File: config.mk
export PLATFORM = sky130hd
export DESIGN_NAME = tx_ramp_seq
export DESIGN_NICKNAME = d
export VERILOG_FILES = /design/src/rtl/tx_ramp_pkg.sv /design/src/rtl/tx_rst_sync.sv /design/src/rtl/tx_hold_timer.sv /design/src/rtl/tx_ramp_fsm.sv /design/src/rtl/tx_ramp_seq.sv
export SDC_FILE = /design/constraint.sdc
export NUM_CORES = 1
export LEC_CHECK = 0
export ABC_AREA = 1
export BUFFER_PORTS_ARGS = -buffer_cell sky130_fd_sc_hd__buf_4
export CORE_MARGIN = 4
export CORE_UTILIZATION = 50
export DETAILED_ROUTE_END_ITERATION = 8
export HOLD_SLACK_MARGIN = 0.15
export PLACE_DENSITY = 0.71
export SYNTH_ARGS = -nofsm -noshare
export SYNTH_HDL_FRONTEND = slang
export SYNTH_SLANG_ARGS = --single-unit
File: constraint.sdc
create_clock -name clk -period 1.7 [get_ports clk]
set_clock_uncertainty 0.1 [all_clocks]
set_input_delay 0.34 -clock clk [delete_from_list [all_inputs] [get_ports clk]]
set_output_delay 0.34 -clock clk [all_outputs]
set_load 0.02 [all_outputs]
File: src/rtl/tx_ramp_pkg.sv
package tx_ramp_pkg;
  typedef enum logic [2:0] {
    S_IDLE    = 3'd0,
    S_PA_ON   = 3'd1,
    S_RAMP_UP = 3'd2,
    S_HOLD_UP = 3'd3,
    S_ACTIVE  = 3'd4,
    S_RAMP_DN = 3'd5,
    S_HOLD_DN = 3'd6
  } seq_state_e;
endpackage

File: src/rtl/tx_rst_sync.sv
module tx_rst_sync #(
  parameter int STAGES = 2
) (
  input  logic clk,
  input  logic rst_n_i,
  output logic rst_n_o
);
  logic [STAGES-1:0] sr_q;

  always_ff @(posedge clk or negedge rst_n_i) begin
    if (!rst_n_i) sr_q <= '0;
    else          sr_q <= {sr_q[STAGES-2:0], 1'b1};
  end

  assign rst_n_o = sr_q[STAGES-1];
endmodule

File: src/rtl/tx_hold_timer.sv
module tx_hold_timer #(
  parameter int CNT_W = 16
) (
  input  logic             clk,
  input  logic             rst_n,
  input  logic             clr_i,
  input  logic             inc_i,
  input  logic [CNT_W-1:0] limit_i,
  output logic [CNT_W-1:0] cnt_o,
  output logic             elapsed_o
);
  localparam logic [CNT_W-1:0] CNT_MAX = {CNT_W{1'b1}};

  logic [CNT_W-1:0] cnt_q, cnt_d;

  always_comb begin
    cnt_d = cnt_q;
    if (clr_i)                         cnt_d = '0;
    else if (inc_i && cnt_q != CNT_MAX) cnt_d = cnt_q + 1'b1;
  end

  always_ff @(posedge clk or negedge rst_n) begin
    if (!rst_n) cnt_q <= '0;
    else        cnt_q <= cnt_d;
  end

  assign cnt_o     = cnt_q;
  assign elapsed_o = (cnt_q >= limit_i);
endmodule

File: src/rtl/tx_ramp_fsm.sv
module tx_ramp_fsm
  import tx_ramp_pkg::*;
(
  input  logic       clk,
  input  logic       rst_n,
  input  logic       go_i,
  input  logic       up_done_i,
  input  logic       dn_done_i,
  input  logic       up_elapsed_i,
  input  logic       dn_elapsed_i,
  output seq_state_e state_o
);
  seq_state_e st_q, st_d;

  always_comb begin
    st_d = st_q;
    unique case (st_q)
      S_IDLE:    if (go_i)         st_d = S_PA_ON;
      S_PA_ON:                     st_d = S_RAMP_UP;
      S_RAMP_UP: if (up_done_i)    st_d = S_HOLD_UP;
      S_HOLD_UP: if (up_elapsed_i) st_d = S_ACTIVE;
      S_ACTIVE:  if (!go_i)        st_d = S_RAMP_DN;
      S_RAMP_DN: if (dn_done_i)    st_d = S_HOLD_DN;
      S_HOLD_DN: if (dn_elapsed_i) st_d = S_IDLE;
      default:                     st_d = S_IDLE;
    endcase
  end

  always_ff @(posedge clk or negedge rst_n) begin
    if (!rst_n) st_q <= S_IDLE;
    else        st_q <= st_d;
  end

  assign state_o = st_q;
endmodule

File: src/rtl/tx_ramp_seq.sv
module tx_ramp_seq
  import tx_ramp_pkg::*;
#(
  parameter int CNT_W       = 16,
  parameter int SYNC_STAGES = 2
) (
  input  logic             clk,
  input  logic             rst_n,
  input  logic             go_i,
  input  logic             tick_fast_i,
  input  logic             tick_slow_i,
  input  logic             ramp_up_done_i,
  input  logic             ramp_dn_done_i,
  input  logic [CNT_W-1:0] hold_up_i,
  input  logic [CNT_W-1:0] hold_dn_i,
  output logic             pa_en_o,
  output logic             ramp_up_req_o,
  output logic             ramp_dn_req_o,
  output logic             busy_o
);
  logic             rst_sync_n;
  seq_state_e       st_q;
  logic [CNT_W-1:0] up_cnt, dn_cnt;
  logic             up_elapsed, dn_elapsed;
  logic             up_clr, up_inc, dn_clr, dn_inc;

  tx_rst_sync #(.STAGES(SYNC_STAGES)) u_rst (
    .clk     (clk),
    .rst_n_i (rst_n),
    .rst_n_o (rst_sync_n)
  );

  // Rising hold is timed from the start of the rising ramp.
  assign up_clr = (st_q == S_PA_ON);
  assign up_inc = tick_slow_i && ((st_q == S_RAMP_UP) || (st_q == S_HOLD_UP));
  // Falling hold is timed from the end of the falling ramp.
  assign dn_clr = (st_q == S_RAMP_DN);
  assign dn_inc = tick_fast_i && (st_q == S_HOLD_DN);

  tx_hold_timer #(.CNT_W(CNT_W)) u_up_tmr (
    .clk       (clk),
    .rst_n     (rst_sync_n),
    .clr_i     (up_clr),
    .inc_i     (up_inc),
    .limit_i   (hold_up_i),
    .cnt_o     (up_cnt),
    .elapsed_o (up_elapsed)
  );

  tx_hold_timer #(.CNT_W(CNT_W)) u_dn_tmr (
    .clk       (clk),
    .rst_n     (rst_sync_n),
    .clr_i     (dn_clr),
    .inc_i     (dn_inc),
    .limit_i   (hold_dn_i),
    .cnt_o     (dn_cnt),
    .elapsed_o (dn_elapsed)
  );

  tx_ramp_fsm u_fsm (
    .clk          (clk),
    .rst_n        (rst_sync_n),
    .go_i         (go_i),
    .up_done_i    (ramp_up_done_i),
    .dn_done_i    (ramp_dn_done_i),
    .up_elapsed_i (up_elapsed),
    .dn_elapsed_i (dn_elapsed),
    .state_o      (st_q)
  );

  assign pa_en_o       = (st_q != S_IDLE);
  assign busy_o        = (st_q != S_IDLE);
  assign ramp_up_req_o = (st_q == S_RAMP_UP);
  assign ramp_dn_req_o = (st_q == S_RAMP_DN);
endmodule

* Word-level counts from Yosys, hierarchy flattened
Index checks and enable logic that the tools add are counted.
** Operators by class
- Eq/ne operators :: 14
- Add/sub/neg operators :: 2
- Multipliers :: 0
- Shifts and indexed selects :: 0
- $lt $le $gt $ge :: 2
- Multiplexer cells :: 11
- Reductions and logical operators :: 10
- Bitwise operators :: 0
- Div/mod/pow operators :: 0
** Operators with widths (number)
- $mux W16 :: 4
- $add A16 B1 Y16 const B :: 2
- $ge A16 B16 Y1 :: 2
- $ne A16 B16 Y1 const B :: 2
- $pmux W3 S7 :: 1
- $mux W3 :: 6
- $ne A2 B2 Y1 const B :: 5
- $eq A3 B3 Y1 const B :: 3
- $eq A3 B2 Y1 const B :: 2
- $reduce_and A6 Y1 :: 1
- $logic_and A1 B1 Y1 :: 4
- $reduce_bool A2 Y1 :: 2
- $eq A3 B1 Y1 const B :: 1
- $logic_not A3 Y1 :: 1
- $reduce_bool A3 Y1 :: 1
- $ne A2 B1 Y1 const B :: 1
- $logic_or A1 B1 Y1 :: 1
** Storage, ports and cells
- Logic and storage cells :: 43
- Memories :: 0
- Bits in read-only memories :: 0
- Bits of input ports :: 39
- Bits in registers :: 37
- Bits in latches :: 0
- RAM bits :: 0
- Output and inout port bits :: 4

* Longest topological paths before layout
Gate-level depths: netlist of the first run.
- Word-level depth :: 6
- Depth in mapped cells :: 14
- Depth with buffers taken out :: 14

* By module
A second synthesis of the first run with hierarchy kept.
** Unflattened totals
- Cells, all modules :: 495
- Area total of the unflattened synthesis :: 3306.9 um^2
** Modules (own cells, without submodules)
- tx_hold_timer at u_dn_tmr :: instances 1, area an instance 1468.9 um^2, sequential area each 400.4 um^2, cells each 220
- tx_hold_timer at u_up_tmr :: instances 1, area an instance 1440.1 um^2, sequential area each 400.4 um^2, cells each 214
- tx_ramp_fsm :: instances 1, area an instance 282.8 um^2, sequential area each 75.1 um^2, cells each 43
- tx_ramp_seq :: instances 1, area an instance 61.3 um^2, sequential area each 0.0 um^2, cells each 15
- tx_rst_sync :: instances 1, area an instance 53.8 um^2, sequential area each 50.0 um^2, cells each 3

* Worst setup path after synthesis of the first run
OpenSTA, ideal clock, no wires.
- Kind :: flip-flop to flip-flop
- Start :: reg u_dn_tmr.cnt_q[0], in the netlist u_dn_tmr.cnt_o[0]
- End :: reg u_dn_tmr.cnt_q[2], in the netlist u_dn_tmr.cnt_o[2]
- Data required time :: 1481 ps
- Stages on the path, launching flop included :: 11
- Setup time :: 119 ps
- Path buffers :: 0
- Period minus slack after synthesis :: 1591 ps
- Arrival :: 1373 ps
- Slack :: 109 ps
- Cells stage by stage :: dfrtp_1 ha_1 nand2_1 inv_2 nand3_4 nor2_4 nand3_4 nand2_8 nand2_4 a21oi_1 nor2_1
** On the way
- Cells in the longest elaborated chain, start to end :: 3
- Elaborated cells on any way between the ends :: 6
- Classes of those cells :: add/sub: 1; eq/ne: 1; mux: 2; reduce/logical: 2
** RTL lines
- start: declaration :: RTL line tx_hold_timer.sv:14 : logic [CNT_W-1:0] cnt_q, cnt_d;
- start signal: assignment :: RTL line tx_hold_timer.sv:24 : else cnt_q <= cnt_d;
- $add A16 B1 Y16 or $ne A16 B16 Y1 (tied branches) :: RTL line tx_hold_timer.sv:19 : else if (inc_i && cnt_q != CNT_MAX) cnt_d = cnt_q + 1'b1;
- $mux W16 or $logic_and A1 B1 Y1 (tied branches) :: RTL line tx_hold_timer.sv:19
- $mux W16 or $reduce_bool A2 Y1 (tied branches)
Parallel ways exist; a longest one is shown, timed or not. The select of a mux whose other input is x is not followed.
A chain may end at the register's enable or synchronous reset.

* Final worst setup path of the first run
- Start :: reg u_dn_tmr.cnt_q[1], in the netlist u_dn_tmr.cnt_o[1]
- End :: reg u_dn_tmr.cnt_q[13], in the netlist u_dn_tmr.cnt_o[13]
Same word-level chain as after synthesis.

==> metrics.md, run 1 <==
| Metric | Value |
|---|---|
| RSZ-0062 raised after global routing | `true` |
| Core Area | `6030 um2` |
| Die H | `87.6 um` |
| Syn-to-layout area delta | `48.0%` |
| Drc violations | `0` |
| Largest net degree at the start of global routing | `30` |
| Number of enable flip-flop cells after synthesis | `0` |
| Clock Tree Buf Depth | `2` |
| Status | `finished with violations` |
| Reg2Reg Setup Slack | `-120 ps` |
| CP max stage delay | `420 ps` |
| Synth cell count leaders | `nand2_1 (115), inv_1 (75), nor2_1 (41)` |
| Io pins | `43` |
| Worst-path clk slew | `80 ps` |
| Internal | `2.52 mW` |
| Starting Density | `52.5%` |
| Most numerous cell in the Yosys netlist | `nand2_1` |
| FMAX | `548 MHz` |
| Number of synthesized register bits | `37` |
| Critical Path AT | `1930 ps` |
| Crit path buffers/inverters | `3` |
| Setup crit start | `u_dn_tmr.cnt_o[1]` |
| DR WL met2 | `4.48 mm` |
| First-pass iteration count of the detailed router | `5` |
| Clk root buf | `clkbuf_8` |
| Chip Width | `87.6 um` |
| Share of cells above drive strength 1 | `36.4%` |
| Syn_nets | `522` |
| Post-synth ARST share | `100%` |
| Final Hold Violating Endpoints | `0` |
| Sequential share of the synthesized area | `29.2%` |
| Final period utilization | `107%` |
| CP max stage cell | `dfrtp_1` |
| Top-area cell type share of the netlist area | `29.2%` |
| Final worst slack | `-123 ps` |
| Die area | `7670 um2` |
| Fill cells | `406` |
| Critical Path, Cell by Cell | `buf_6, ha_4, nand2_4, inv_4, nand3_4, nor2_4, nand3_4, nand2_8, nand2_8, clkinv_8, nand2_4, o31ai_4` |
| Critical Path Start Type | `register` |
| Clock power frac | `21.7%` |
| Final setup fails | `27` |
| Tot GR Track Use | `21.2%` |
| Clock Sinks | `37` |
| Final HPWL DP | `6.03 mm` |
| Sw frac | `40.6%` |
| Seq pwr share | `26.5%` |
| Psw | `1.72 mW` |
| Htree depth | `2` |
| Number of global-route vias before repair | `3012` |
| Antenna diodes | `0` |
| Vias per cell | `5.32` |
| Reg2reg start | `u_dn_tmr.cnt_o[1]` |
| Finished Cell Area | `4680 um2` |
| Pleak | `2.46 nW` |
| Initial antenna violation count | `0` |
| Vias post-DR | `3393` |
| Post-Place Setup Slack | `-190 ps` |
| Setup CP Type | `reg -> reg` |
| DR WL/cell | `14.2 um` |
| TritonCTS buffer count | `5` |
| Setup crit end kind | `register` |
| Largest cells by area after synthesis | `dfrtp_1 (29%), nand2_1 (14%), ha_1 (13%)` |
| Worst min path class | `reg -> async` |
| Max-cap viol count | `0` |
| CP max FO | `7` |
| Critical Path RT | `1800 ps` |
| Port bufs | `42` |
| Count of cell types in the netlist | `35` |
| Total Neg Setup Slack | `-1610 ps` |
| Fin. max-slew vios | `0` |
| Synth Warn # | `0` |
| GRT Residual Overflow | `0` |
| Synth Instances | `449` |
| Number of cell rows | `28` |
| Met3 routed WL | `507 um` |
| Placed cell area | `3930 um2` |
| PD cells | `906 nW/um2` |
| Largest area contributor in the netlist | `dfrtp_1` |
| Peak supply drop | `0.805 mV` |
| Fin crit period | `1820 ps` |
| Antenna viol nets, final | `0` |
| Clk Latency, worst-skew pair | `300 ps` |
| WL met1 | `3.87 mm` |
| Uppermost routed layer | `met4` |
| Netlist Area Pre-Place | `3170 um2` |
| DRT iter0 DRCs | `195` |
| Main synth FF type | `dfrtp_1` |
| Drt total wl | `9.05 mm` |
| CTS tree | `done` |
| Syn_area_per_cell | `7.05 um2` |
| Top delay family on crit path | `simple AND/OR/NAND/NOR gates` |
| Comb pwr share | `51.7%` |
| First-pass GRT wire length | `13.0 mm` |
| Nets | `635` |
| Failing checks | `setup timing` |
| Hold Slack | `123 ps` |
| GP Congestion | `0.866` |
## worst paths after layout
kind	endpoint	depth (start not counted)
min in group clk	u_rst.sr_q[1]	0
hold / removal	u_up_tmr.cnt_o[15]	1
hold reg to reg	u_up_tmr.cnt_o[15]	1
max in group asynchronous	u_up_tmr.cnt_o[1]	1
setup / recovery	u_dn_tmr.cnt_o[13]	12
setup reg to reg	u_dn_tmr.cnt_o[13]	12
## per-layer routing
| layer | up-vias | GRT usage (%) |
|---|---|---|
| met5 | - | 0 |
| met4 | 0 | 6.28 |
| met3 | 21 | 2.82 |
| met2 | 142 | 35.0 |
| met1 | 1564 | 29.1 |
| li1 | 1666 | - |
## layout by cell type, fill, tap and decap left out, types with 6 or more instances in the layout
cell type,instances
o21ai_1,12
nand3_1,15
a21oi_1,16
inv_1,71
nor3_1,8
nor2_1,33
nand2_4,10
nor2_2,8
xor2_1,8
dfrtp_1,36
nand2_1,98
nand4_1,15
ha_1,26
buf_4,93
ha_4,8
nand3_4,6
inv_2,9
nand2_2,11
buf_6,13
## metrics by stage
stage	cells	util (%)	power, mW
CTS	625	68.6	3.63
global placement	612	65.2	2.58
finish	638	77.7	4.24
global route	638	77.7	4.48
floorplan	449	-	2.04
detailed placement	612	65.2	2.63
## state kept, by name (all words and copies together) (netlist names)
register,count
u_fsm.state_o,3
u_rst.sr_q,2
u_up_tmr.cnt_o,16
u_dn_tmr.cnt_o,16
## power groups by stage
stage	combinational [mW]	sequential [mW]	clock, mW
finish	2.19	1.13	0.922
global route	2.37	1.14	0.964
CTS	1.61	1.09	0.929
detailed placement	1.52	1.11	0
global placement	1.47	1.11	0
floorplan	0.941	1.10	0
## kinds of logic after synthesis
group	Yosys count	share of synthesized area [%]
xor+xnor	11	3.04
compound gates	50	8.74
other cells	1	0.118
fa+ha+maj	34	13.4
flops	37	29.2
buf+inv	92	11.7
simple gates	224	33.7
## what timing repair did
action | CTS | global route
setup endpoints to repair | 15 | 37
resized for setup | 6 | 98
gates cloned | 0 | 1
hold buffers | 2 | 0
pin swaps | 6 | 26
setup buffers | 3 | 12
endpoints found under the hold margin | 8 | 0
## final cells by class
type | instances | area (um2) | share of cell area [%]
Tap cell | 75 | 93.8 | 2.00
Inverter | 88 | 365 | 7.80
Sequential cell | 37 | 927 | 19.8
Clock buffer | 5 | 68.8 | 1.47
Multi-Input combinational cell | 321 | 2280 | 48.7
Clock inverter | 3 | 65.1 | 1.39
Timing Repair Buffer | 109 | 885 | 18.9
Note: power is estimated with default switching activity, not from simulation.
==> inputs of run 2 (changes only) <==
CORE_ASPECT_RATIO = 0.7   (was unset)
clock period = 2.3 ns   (was 1.7 ns; I/O delays follow)
==> run 2 against run 1 <==
  * The flow now finishes without violations
  * Cell area decreased by 22%
  * Global-route usage decreased by 1.0 points
  * Critical path depth decreased by 3
  * Largest cell class unchanged
  * Highest routed layer unchanged
  * Setup slack improved by 480 ps
  * First-iteration DRC count decreased by 3.6%
  * Via count decreased by 14%
  * Hold slack improved by 75 ps
  * Largest power group unchanged
  * Total power decreased by 47%
  * Routed wire length decreased by 22%
  * Count of clock-buffer cells in the layout increased by 2
  * Non-clock buffer count decreased by 62
==> metrics.md, run 2 (synthesis gave the netlist of run 1 again) <==
| Metric | Value |
|---|---|
| Peak supply drop | `0.317 mV (-61%)` |
| Placed cell area | `3570 um2 (-9.1%)` |
| Max-cap viol count | `0 (unchanged)` |
| Antenna viol nets, final | `0 (unchanged)` |
| GR peak layer | `met2` |
| Vias post-DR | `2902 (-14%)` |
| Core Area | `5930 um2 (-1.6%)` |
| CP max stage cell | `dfrtp_1` |
| Multi-input logic area | `1870 um2 (-18%)` |
| Non-filler instance count after layout | `574 (-10%)` |
| FF+latch area | `926 um2 (-0.13%)` |
| Htree depth | `2 (unchanged)` |
| # placed instances | `566 (-7.5%)` |
| GRT Residual Overflow | `0 (unchanged)` |
| Met1 usage | `30.3% (+1.2 points)` |
| Die area | `7690 um2 (+0.26%)` |
| Final HPWL DP | `5.59 mm (-7.3%)` |
| Critical Path RT | `2400 ps (+600 ps)` |
| CP max FO | `13 (+6)` |
| Final period utilization | `84.7% (-23 points)` |
| Finished Cell Area | `3670 um2 (-22%)` |
| Antenna diodes | `0 (unchanged)` |
| Clk Latency, worst-skew pair | `290 ps (about the same)` |
| FMAX | `513 MHz (-6.4%)` |
| Commonest non-fill, non-tap cells in the layout | `nand2_1 (115), inv_1 (75), buf_4 (46), nor2_1 (41), dfrtp_1 (37)` |
| Worst-path clk slew | `70 ps (about the same)` |
| Drt total wl | `7.04 mm (-22%)` |
| M3 GR Usage | `3.37% (+0.55 points)` |
| Syn-to-layout area delta | `15.9%` |
| Clock Sinks | `37 (unchanged)` |
| Fill cells | `556 (+37%)` |
| CP max stage delay | `430 ps (about the same)` |
| Met2 Use GR | `30.5% (-4.5 points)` |
| Number of global-route vias before repair | `2700 (-10%)` |
| GP Congestion | `0.861 (-0.55%)` |
| Vias per cell | `5.06 (-4.9%)` |
| Most common cell after layout, fill and taps aside | `nand2_1` |
| Critical Path AT | `2050 ps (+120 ps)` |
| DRT iter0 DRCs | `188 (-3.6%)` |
| Number of cell rows | `23 (-18%)` |
| Final Hold Violating Endpoints | `0 (unchanged)` |
| Initial antenna violation count | `0 (unchanged)` |
| Tot GR Track Use | `20.2% (-1.0 points)` |
| Share of cells above drive strength 1 | `17.0% (-19 points)` |
| Nets | `572 (-9.9%)` |
| Setup bufs post-CTS | `0 (-3)` |
| CTS tree | `done` |
| First-pass iteration count of the detailed router | `4 (-1)` |
| Setup crit end kind | `register` |
| Worst min path class | `reg -> async` |
| PD cells | `612 nW/um2 (-32%)` |
| Final setup fails | `0 (-100%)` |
| DR WL/cell | `12.3 um (-13%)` |
| Clk root buf | `clkbuf_8` |
| Fin. max-slew vios | `0 (unchanged)` |
| Reg2Reg Setup Slack | `350 ps (+480 ps)` |
| First-pass GRT wire length | `12.1 mm (-6.3%)` |
| Chip Width | `103 um (+18%)` |
| TritonCTS buffer count | `5 (unchanged)` |
| Critical Path, Cell by Cell | `ha_1, nand3_1, nor2_4, nand3_2, nand2_4, nand2_2, inv_2, nand2_1, o31ai_1` |
| Fin util | `61.9% (-16 points)` |
| Total Neg Setup Slack | `0 ps (+1610 ps)` |
| Critical Path Start Type | `register` |
| Setup CP Type | `reg -> reg` |
| Largest net degree at the start of global routing | `36 (+20%)` |
| Port bufs | `42 (unchanged)` |
| Fin crit period | `1950 ps (+125 ps)` |
| Io pins | `43 (unchanged)` |
| Die H | `74.6 um (-15%)` |
| Status | `complete, no violations` |
| Drc violations | `0 (unchanged)` |
| Clock Tree Buf Depth | `2 (unchanged)` |
| Pleak | `1.99 nW (-19%)` |
| Hold Slack | `198 ps (+75.2 ps)` |
| Starting Density | `53.4% (+0.86 points)` |
| RSZ-0062 raised after global routing | `false` |
run 2: area by class of cell:
| class | instances | share of cell area [%] |
|---|---|---|
| flip-flops and latches | 37 | 25.2 |
| inverters | 88 | 9.27 |
| repair buffers | 47 | 9.68 |
| multi-input cells | 320 | 50.9 |
| clock buffers | 7 | 2.35 |
| well taps | 75 | 2.56 |
run 2: through the flow:
step / total power [mW] / worst slack, ps
4_1_cts: 2.27 / 371
6_report: 2.25 / 352
3_5_place_dp: 1.79 / 326
3_3_place_gp: 1.75 / 396
2_1_floorplan: 1.51 / 640
5_1_grt: 2.43 / 192
run 2: worst max-delay path: cells and delay by family, from the launching register on:
kind,cells,cell delay [ps]
buf+inv,1,120
simple gates,6,900
flops,1,430
fa+ha+maj,1,220
compound gates,1,70
run 2: power by group:
part / internal (mW) / total [mW] / switching [mW]
Combinational: 0.339 / 0.923 / 0.584
Clock: 0.238 / 0.466 / 0.229
Sequential: 0.732 / 0.857 / 0.125
Total: 1.31 / 2.25 / 0.937
run 2: path summary, 6_finish.rpt:
path,startpoint,to,cells after the start
setup / recovery,u_up_tmr.cnt_o[1],u_up_tmr.cnt_o[14],9
hold / removal,u_rst.sr_q[1],u_up_tmr.cnt_o[1],1
setup reg to reg,u_up_tmr.cnt_o[1],u_up_tmr.cnt_o[14],9
hold reg to reg,u_rst.sr_q[1],u_up_tmr.cnt_o[1],1
max in group asynchronous,u_rst.sr_q[1],u_up_tmr.cnt_o[4],1
min in group clk,u_rst.sr_q[0],u_rst.sr_q[1],0
run 2: metal layers:
metal  vias to the layer above  wire, um
met5                         -         0
li1                       1537         -
met3                         6       470
met2                        68      2900
met4                         0        68
met1                      1291      3610
run 2: what timing repair did:
| item | in CTS | in global routing |
|---|---|---|
| hold buffers | 1 | 0 |
| gates resized for setup | 0 | 0 |
| endpoints found under the hold margin | 2 | 0 |
==> inputs of run 3 (changes only) <==
clock period = 1.8 ns   (was 2.3 ns; I/O delays follow)
==> run 3 against run 2 <==
  * Core utilization up 7.2 points
  * Global-route usage rose by 1.6 points
  * Sequential share of layout area decreased by 2.5 points
  * Sequential power rose by 30%
  * Cell count grew 6.3%
  * Combinational power increased by 58%
  * Non-clock buffer count increased by 35
  * Routed wire length is 16% higher
  * First-iteration DRC count is 46% higher
  * Critical path type is now reg -> out
  * Critical endpoint is now ramp_dn_req_o
  * Largest cell class unchanged
==> metrics.md, run 3 (synthesis gave the netlist of run 1 again) <==
| Metric | Value |
|---|---|
| Io pins | `43 (unchanged)` |
| Antenna viol nets, final | `0 (unchanged)` |
| Share of cells above drive strength 1 | `27.3% (+10 points)` |
| Critical Path AT | `1290 ps (-760 ps)` |
| Clock Sinks | `37 (unchanged)` |
| Port bufs | `42 (unchanged)` |
| Largest net degree at the start of global routing | `36 (unchanged)` |
| Clock Tree Buf Depth | `2 (unchanged)` |
| Commonest non-fill, non-tap cells in the layout | `nand2_1 (109), buf_4 (80), inv_1 (73), nor2_1 (40), dfrtp_1 (33)` |
| RSZ-0062 raised after global routing | `true` |
| Worst-path clk slew | `80 ps (about the same)` |
| Drt total wl | `8.17 mm (+16%)` |
| GRT Residual Overflow | `0 (unchanged)` |
| DRT iter0 DRCs | `274 (+46%)` |
| Vias per cell | `5.27 (+4.2%)` |
| Final period utilization | `97.4%` |
| Nets | `607 (+6.1%)` |
| Setup CP Type | `reg -> out` |
| Hold Slack | `179 ps (-18.6 ps)` |
| Chip Width | `103 um (unchanged)` |
| Critical Path Start Type | `register` |
| First-pass GRT wire length | `12.9 mm (+6.4%)` |
| Clk root buf | `clkbuf_8` |
| Clk Latency, worst-skew pair | `300 ps (about the same)` |
| Fin crit period | `1750 ps` |
| Peak supply drop | `0.488 mV (+54%)` |
| Die H | `74.6 um (unchanged)` |
| FF+latch area | `931 um2 (+0.54%)` |
| CP max FO | `10 (-3)` |
| Die area | `7690 um2 (unchanged)` |
| Critical Path RT | `1340 ps (-1060 ps)` |
| Starting Density | `53.4% (unchanged)` |
| Final worst slack | `46.4 ps (-306 ps)` |
| Initial antenna violation count | `0 (unchanged)` |
| Finished Cell Area | `4100 um2 (+12%)` |
| Worst R2R Path Depth | `10 (+1)` |
| Worst min path class | `reg -> async` |
| Status | `complete, no violations` |
| Number of global-route vias before repair | `2824 (+4.6%)` |
| First-pass iteration count of the detailed router | `6 (+2)` |
| Antenna diodes | `0 (unchanged)` |
| Final HPWL DP | `6.39 mm (+14%)` |
| Max-cap viol count | `0 (unchanged)` |
| Htree depth | `2 (unchanged)` |
| Placed cell area | `3750 um2 (+5.0%)` |
| Syn-to-layout area delta | `29.4%` |
| CTS tree | `done` |
| Setup crit end kind | `output pin` |
| Number of cell rows | `23 (unchanged)` |
| Multi-input logic area | `2010 um2 (+7.8%)` |
| FMAX | `570 MHz` |
| Final Hold Violating Endpoints | `0 (unchanged)` |
| Tot GR Track Use | `21.8% (+1.6 points)` |
| TritonCTS buffer count | `5 (unchanged)` |
| Fin. max-slew vios | `0 (unchanged)` |
| Vias post-DR | `3215 (+11%)` |
| Core Area | `5930 um2 (unchanged)` |
| DR WL/cell | `13.4 um (+9.1%)` |
| Post-Place Setup Slack | `-43.7 ps (-370 ps)` |
| Final setup fails | `0 (unchanged)` |
| Pleak | `2.19 nW (+10%)` |
| PD cells | `767 nW/um2 (+25%)` |
| GP Congestion | `0.913 (+6.1%)` |
| Most common cell after layout, fill and taps aside | `nand2_1` |
| Fill cells | `496 (-11%)` |
| Drc violations | `0 (unchanged)` |
-- run 3: cell types whose count changed in the layout (fill, tap and decap cells not counted), sizes merged --
cell,change
inv,+1
clkbuf,-1
buf,+35
clkinv,+1
-- run 3: path summary, 6_finish.rpt --
path | end | slack, ps | start
min in group clk | u_rst.sr_q[1] | 260 | u_rst.sr_q[0]
max in group asynchronous | u_fsm.state_o[2] | 1050 | u_rst.sr_q[1]
worst max register to register | u_fsm.state_o[2] | 70 | u_up_tmr.cnt_o[1]
worst max-delay path | ramp_dn_req_o | 50 | u_fsm.state_o[1]
worst min register to register | u_dn_tmr.cnt_o[3] | 180 | u_rst.sr_q[1]
worst min-delay path | u_dn_tmr.cnt_o[3] | 180 | u_rst.sr_q[1]
-- run 3: where the power goes --
part,switching (mW),internal (mW)
sequential,0.165,0.944
combinational,0.862,0.594
clock,0.309,0.269
-- run 3: layer usage --
| metal | up-vias | routed length (um) | global-route usage [%] |
|---|---|---|---|
| met5 | - | 0 | 0 |
| met4 | 0 | 105 | 6.03 |
| met3 | 12 | 641 | 4.50 |
| met2 | 139 | 3510 | 31.3 |
| met1 | 1452 | 3910 | 33.2 |
| li1 | 1612 | - | - |
-- run 3: final cells by class --
cell class              instances  share of cell area, %
well taps                      75                   2.29
clock inverters                 2                  0.244
inverters                      88                   8.43
clock buffers                   6                   1.77
flip-flops and latches         37                   22.7
repair buffers                 82                   15.4
multi-input cells             320                   49.1
-- run 3: through the flow --
stage	util [%]	total power, mW	std cells	setup TNS (ps)
after global placement	63.3	2.31	590	0
after CTS	65.6	3.00	603	0
after detailed placement	63.3	2.37	590	-102
final	69.1	3.14	610	0
after floorplan	-	1.93	449	0
after global routing	69.1	3.41	610	-232
-- run 3: repair_timing --
action                                  4_1_cts  5_1_grt
pin swaps                                     0       11
endpoints found under the setup margin        3       20
resized for setup                             3       28
gates cloned                                  0        0
hold endpoints to repair                      2        0
buffers inserted                              4        7
hold buffers                                  1        0
-- run 3: critical path, cell delays in order (launching register included) --
cell and delay (ps):
dfrtp_1 440, inv_4 120, nand3_4 180, inv_2 110, buf_4 140
